[src/rtl/irq_prio_pkg.sv]
package irq_prio_pkg;
  localparam int XLEN_DEF = 32;
  localparam int SEL_W    = 3;
  localparam int BIT_SSIP = 1;
  localparam int BIT_MSIP = 3;
  localparam int BIT_STIP = 5;
  localparam int BIT_MTIP = 7;
  localparam int BIT_SEIP = 9;
  localparam int BIT_COP  = 12;

  typedef enum logic [SEL_W-1:0] {
    SEL_MPEND = 3'd0,
    SEL_MEN   = 3'd1,
    SEL_DELEG = 3'd2,
    SEL_SPEND = 3'd3,
    SEL_SEN   = 3'd4
  } regSelE;

  typedef struct packed {
    logic wrMPend;
    logic wrMEn;
    logic wrDeleg;
    logic wrSPend;
    logic wrSEn;
  } wrStrobeT;
endpackage

[src/rtl/irq_prio_ctrl.sv]
module irq_prio_ctrl
  import irq_prio_pkg::*;
(
  input  logic             wrEn,
  input  logic [SEL_W-1:0] wrSel,
  output wrStrobeT         strobe
);
  always_comb begin
    strobe = '0;
    if (wrEn) begin
      unique case (wrSel)
        SEL_MPEND: strobe.wrMPend = 1'b1;
        SEL_MEN:   strobe.wrMEn   = 1'b1;
        SEL_DELEG: strobe.wrDeleg = 1'b1;
        SEL_SPEND: strobe.wrSPend = 1'b1;
        SEL_SEN:   strobe.wrSEn   = 1'b1;
        default:   strobe = '0;
      endcase
    end
  end
endmodule

[src/rtl/irq_prio_dp.sv]
module irq_prio_dp
  import irq_prio_pkg::*;
#(
  parameter int XLEN = XLEN_DEF
) (
  input  logic            clk,
  input  logic            rstN,
  input  wrStrobeT        strobe,
  input  logic [XLEN-1:0] wrData,
  input  logic [XLEN-1:0] extPend,
  input  logic [1:0]      priv,
  input  logic            mIe,
  input  logic            sIe,
  output logic [XLEN-1:0] pendEff,
  output logic [XLEN-1:0] enQ,
  output logic [XLEN-1:0] delegQ,
  output logic            takeIrq,
  output logic [XLEN-1:0] causeOut
);
  localparam int IDXW = $clog2(XLEN);
  localparam logic [XLEN-1:0] ONE = XLEN'(1);
  localparam logic [XLEN-1:0] DELEG_MASK =
    (ONE << BIT_SSIP) | (ONE << BIT_STIP) | (ONE << BIT_SEIP) | (ONE << BIT_COP);
  localparam logic [XLEN-1:0] EN_MASK =
    DELEG_MASK | (ONE << BIT_MSIP) | (ONE << BIT_MTIP);
  localparam logic [XLEN-1:0] PEND_MASK = (ONE << BIT_SSIP) | (ONE << BIT_STIP);
  localparam logic [XLEN-1:0] SPEND_MASK = ONE << BIT_SSIP;

  logic [XLEN-1:0] pendSwQ;
  logic [XLEN-1:0] sPendMask;

  assign sPendMask = SPEND_MASK & delegQ;

  always_ff @(posedge clk) begin
    if (!rstN) begin
      pendSwQ <= '0;
      enQ     <= '0;
      delegQ  <= '0;
    end else begin
      if (strobe.wrMPend)
        pendSwQ <= (pendSwQ & ~PEND_MASK) | (wrData & PEND_MASK);
      else if (strobe.wrSPend)
        pendSwQ <= (pendSwQ & ~sPendMask) | (wrData & sPendMask);
      if (strobe.wrMEn)
        enQ <= (enQ & ~EN_MASK) | (wrData & EN_MASK);
      else if (strobe.wrSEn)
        enQ <= (enQ & ~delegQ) | (wrData & delegQ);
      if (strobe.wrDeleg)
        delegQ <= (delegQ & ~DELEG_MASK) | (wrData & DELEG_MASK);
    end
  end

  assign pendEff = pendSwQ | extPend;

  logic            mLive;
  logic            sLive;
  logic [XLEN-1:0] cand;
  logic [XLEN-1:0] liveVec;

  assign mLive   = (priv < 2'd3) || (priv == 2'd3 && mIe);
  assign sLive   = (priv < 2'd1) || (priv == 2'd1 && sIe);
  assign cand    = pendEff & enQ;
  assign liveVec = (cand & ~delegQ & {XLEN{mLive}}) | (cand & delegQ & {XLEN{sLive}});

  logic [IDXW-1:0] winIdx;

  always_comb begin
    winIdx = '0;
    for (int i = XLEN - 1; i >= 0; i--) begin
      if (liveVec[i]) winIdx = IDXW'(i);
    end
  end

  always_comb begin
    takeIrq  = |liveVec;
    causeOut = '0;
    if (takeIrq) begin
      causeOut[XLEN-1]   = 1'b1;
      causeOut[IDXW-1:0] = winIdx;
    end
  end
endmodule

[src/rtl/irq_prio_sel.sv]
module irq_prio_sel
  import irq_prio_pkg::*;
#(
  parameter int XLEN = XLEN_DEF
) (
  input  logic             clk,
  input  logic             rstN,
  input  logic             wrEn,
  input  logic [SEL_W-1:0] wrSel,
  input  logic [XLEN-1:0]  wrData,
  input  logic [SEL_W-1:0] rdSel,
  output logic [XLEN-1:0]  rdData,
  input  logic [XLEN-1:0]  extPend,
  input  logic [1:0]       priv,
  input  logic             mIe,
  input  logic             sIe,
  output logic             takeIrq,
  output logic [XLEN-1:0]  causeOut
);
  wrStrobeT        strobe;
  logic [XLEN-1:0] pendEff;
  logic [XLEN-1:0] enQ;
  logic [XLEN-1:0] delegQ;

  irq_prio_ctrl u_ctrl (
    .wrEn   (wrEn),
    .wrSel  (wrSel),
    .strobe (strobe)
  );

  irq_prio_dp #(.XLEN(XLEN)) u_dp (
    .clk      (clk),
    .rstN     (rstN),
    .strobe   (strobe),
    .wrData   (wrData),
    .extPend  (extPend),
    .priv     (priv),
    .mIe      (mIe),
    .sIe      (sIe),
    .pendEff  (pendEff),
    .enQ      (enQ),
    .delegQ   (delegQ),
    .takeIrq  (takeIrq),
    .causeOut (causeOut)
  );

  always_comb begin
    unique case (rdSel)
      SEL_MPEND: rdData = pendEff;
      SEL_MEN:   rdData = enQ;
      SEL_DELEG: rdData = delegQ;
      SEL_SPEND: rdData = pendEff & delegQ;
      SEL_SEN:   rdData = enQ & delegQ;
      default:   rdData = '0;
    endcase
  end
endmodule

[config.mk]
export PLATFORM = sky130hd
export DESIGN_NAME = irq_prio_sel
export DESIGN_NICKNAME = d
export VERILOG_FILES = /design/src/rtl/irq_prio_pkg.sv /design/src/rtl/irq_prio_ctrl.sv /design/src/rtl/irq_prio_dp.sv /design/src/rtl/irq_prio_sel.sv
export SDC_FILE = /design/constraint.sdc
export NUM_CORES = 1
export LEC_CHECK = 0
export ABC_AREA = 1
export CAP_MARGIN = 15
export CORE_ASPECT_RATIO = 0.8
export CORE_MARGIN = 1.5
export CORE_UTILIZATION = 31
export CTS_BUF_LIST = sky130_fd_sc_hd__clkbuf_4 sky130_fd_sc_hd__clkbuf_8
export CTS_CLUSTER_DIAMETER = 60
export DETAILED_ROUTE_END_ITERATION = 8
export GPL_ROUTABILITY_DRIVEN = 0
export PLACE_DENSITY = 0.84
export SLEW_MARGIN = 20
export SYNTH_ARGS = -nofsm -noshare
export SYNTH_HDL_FRONTEND = slang
export SYNTH_SLANG_ARGS = --single-unit
[constraint.sdc]
create_clock -name clk -period 3.32 [get_ports clk]
set_clock_uncertainty 0.1 [all_clocks]
set_input_delay 0.498 -clock clk [delete_from_list [all_inputs] [get_ports clk]]
set_output_delay 0.498 -clock clk [all_outputs]
set_load 0.01 [all_outputs]
==> PnR_summary.wiki <==
{| class="wikitable"
! Metric !! Value
|-
| Outcome || finished clean
|-
| Number of buffers on the longest clock path || 2
|-
| Layout overhead on the synthesized area || 66.8%
|-
| Total power per unit cell area || 212 mW/mm^2
|-
| Maximum net fanout on the critical path || 3
|-
| DR WL/cell || 10.0 um
|-
| Clock edge transition at the registers on the reported setup and hold paths || 0.05 ns
|-
| Data arrival time of the worst path || 2.28 ns
|-
| Gate count after technology mapping || 234
|-
| Max H-tree Level || 1
|-
| Library cell contributing the largest single delay on the critical path || clkdlybuf4s50_1
|-
| Compound-cell area share of the yosys netlist || 0.176
|-
| Fin. max-slew vios || 0
|-
| Drt drc || 0
|-
| Leakage dissipation || 0.00102 uW
|-
| Clock tree from TritonCTS || done
|-
| Via count of the first global-routing pass || 1364
|-
| Critical path launch point || priv[1]
|-
| Cell repeated most along the worst path || nand2_1
|-
| Yosys cell types || 22
|-
| Required time at the endpoint of the critical path || 2.72 ns
|-
| Gr ovfl total || 0
|-
| Num ports || 142
|-
| Setup total negative slack || 0 ns
|-
| Number of failing hold endpoints at the final stage || 0
|-
| Total iterations of the first detailed-routing run || 4
|-
| Clock root buffer master || clkbuf_8
|-
| Share of synthesized area spent on multiplexers || 0
|-
| Post-synthesis area per instance || 5.54 sq um
|-
| Flop and latch count out of synthesis || 12
|-
| Top Family by Delay on Critical Path || buffers and inverters
|-
| Remaining number of nets flagged by the antenna check after routing || 0
|-
| Count of hold-fix buffers inserted at cts || 0
|-
| Later-pin clock latency in the skew report || 0.23 ns
|-
| Type of the tightest min-delay check || reg -> reg
|-
| Adder and majority cell fraction of the synthesized area || 0
|-
| Global-route wire length before repair || 5.55 mm
|-
| Post-place setup slack || 0.450 ns
|-
| Number of buffer and inverter instances along the worst setup path || 3
|-
| Synthesized-area fraction occupied by and/or/nand/nor cells || 0.314
|-
| Ant diodes || 0
|-
| Violation count after the first detailed-routing iteration || 39
|-
| Starting Density || 0.332
|-
| Setup slack after layout || 0.446 ns
|-
| Final critical path time including I/O delays and setup || 2.87 ns
|-
| Period Utilization, post-route || 0.866
|-
| Number of endpoints failing setup at the final stage || 0
|-
| Resized Gates After CTS || 0
|-
| Capturing element type of the critical path || primary output
|-
| Count of input and output buffers || 88
|-
| Core ar. || 0.00390 sq mm
|-
| Post-Synth XOR/XNOR Area || 0
|-
| Number of setup buffers added after CTS || 0
|-
| Number of sinks driven by the clock tree || 12
|-
| Maximum operating frequency || 0.348 GHz
|-
| Critical path startpoint category || input pin
|-
| Via count of the routed design || 1588
|-
| Largest net degree at the start of global routing || 27
|-
| Sequential share of the synthesized area || 0.185
|-
| Overall routed net length || 3.76 mm
|-
| Unrepaired setup endpoints after global routing || false
|-
| IR drop worst, VDD || 0.240 mV
|-
| Overall routing resource usage || 0.156
|-
| Die span in y || 60.9 um
|-
| FP Rows || 20
|-
| Largest incremental delay on the critical path || 0.53 ns
|-
| Post-DR vias/cell || 4.23
|-
| Overall die area || 0.00458 sq mm
|-
| Largest family of logic cells by synthesized area || buffers and inverters
|-
| Worst min-delay path startpoint || u_dp.enQ[7]$_SDFFE_PN0P_
|-
| Worst reg2reg path startpoint || u_dp.delegQ[1]$_SDFFE_PN0P_
|-
| Fraction of layout cells with a size suffix above 1 || 0.0313
|-
| Max Cap Viol || 0
|-
| Number of clock buffers inserted by TritonCTS || 3
|-
| Category of the most critical setup path || in -> out
|-
| Power, Total || 459 uW
|-
| YS warnings || 0
|-
| Critical-path cell list || clkdlybuf4s50_1 > nand2_1 > nor2_1 > nand2_1 > nand3_1 > nand2_1 > inv_1 > nand2_1 > nor2_1 > clkdlybuf4s50_1
|-
| Netlist area before placement || 0.00130 sq mm
|-
| Detailed placement HPWL || 3.16 mm
|-
| Number of nets in the layout || 399
|-
| Overall die width || 75.3 um
|-
| Initial antenna violation count || 0
|-
| Count of fill cells added during filler insertion || 391
|}
[synth_stat cells]
master,count,share of area
nand3_1,9,0.035
nand3_2,2,0.015
a21boi_0,1,0.0058
nor2_2,1,0.0048
nor2_4,1,0.0087
a21oi_1,7,0.027
nand3b_1,1,0.0058
conb_1,1,0.0029
buf_2,3,0.012
o311ai_0,1,0.0068
nand2_1,35,0.10
inv_1,50,0.14
dfxtp_1,12,0.19
o21ai_1,3,0.012
o21ai_2,2,0.014
buf_1,1,0.0029
nor2_1,48,0.14
o21a_1,2,0.012
o21ai_0,23,0.089
and2_1,1,0.0048
o211ai_1,2,0.012
buf_4,28,0.16
[power by group]
part	switching (uW)	internal, uW
clock	48.3	79.5
combinational	80.2	97.0
sequential	4.33	150
total	133	327
[metrics by stage]
| stage | utilization | instance area, sq um | hold slack (ns) | instances |
|---|---|---|---|---|
| after floorplan | - | 1400 | 0.340 | 260 |
| after global placement | 0.544 | 2120 | 0.367 | 372 |
| after detailed placement | 0.544 | 2120 | 0.370 | 372 |
| after CTS | 0.554 | 2160 | 0.376 | 375 |
| after global routing | 0.554 | 2160 | 0.395 | 375 |
| final | 0.554 | 2160 | 0.378 | 375 |
[layout make-up]
type	instances	area, sq um	area share
clock buffers	3	41.3	0.0191
inverters	50	188	0.0867
multi-input cells	166	738	0.341
flip-flops and latches	12	240	0.111
well taps	55	68.8	0.0318
repair buffers	89	888	0.410
[worst min-delay path: stages, from the launching register on]
cell	delay, ns
dfxtp_1	0.30
inv_1	0.07
a21oi_1	0.06
[layer usage]
layer	GRT usage	up-vias	wire length, um
li1	-	828	-
met1	0.175	674	1540
met2	0.294	80	1820
met3	0.0249	6	349
met4	0.0612	0	43
met5	0	-	0
[logic make-up after synthesis]
logic type / Yosys count
flops: 12
simple gates: 98
compound gates: 41
buf+inv: 82
other cells: 1
[placed cells by master, fill, tap and decap left out, drive strengths merged]
cell and instances:
clkdlybuf4s50 88, inv 50, nor2 50, nand2 35, o21ai 28, conb 27
dfxtp 12, nand3 11, a21oi 7, clkbuf 3, o21a 2, o211ai 2
and2 1, a21boi 1, o311ai 1, nand3b 1, buf 1
[final timing paths]
| path | to | slack, ns | depth (start not counted) |
|---|---|---|---|
| setup / recovery | causeOut[3] | 0.45 | 10 |
| hold / removal | u_dp.enQ[7]$_SDFFE_PN0P_ | 0.38 | 2 |
| setup reg to reg | register | 2.18 | 5 |
| hold reg to reg | u_dp.enQ[7]$_SDFFE_PN0P_ | 0.38 | 2 |
Power figures use the tool's default switching activity.
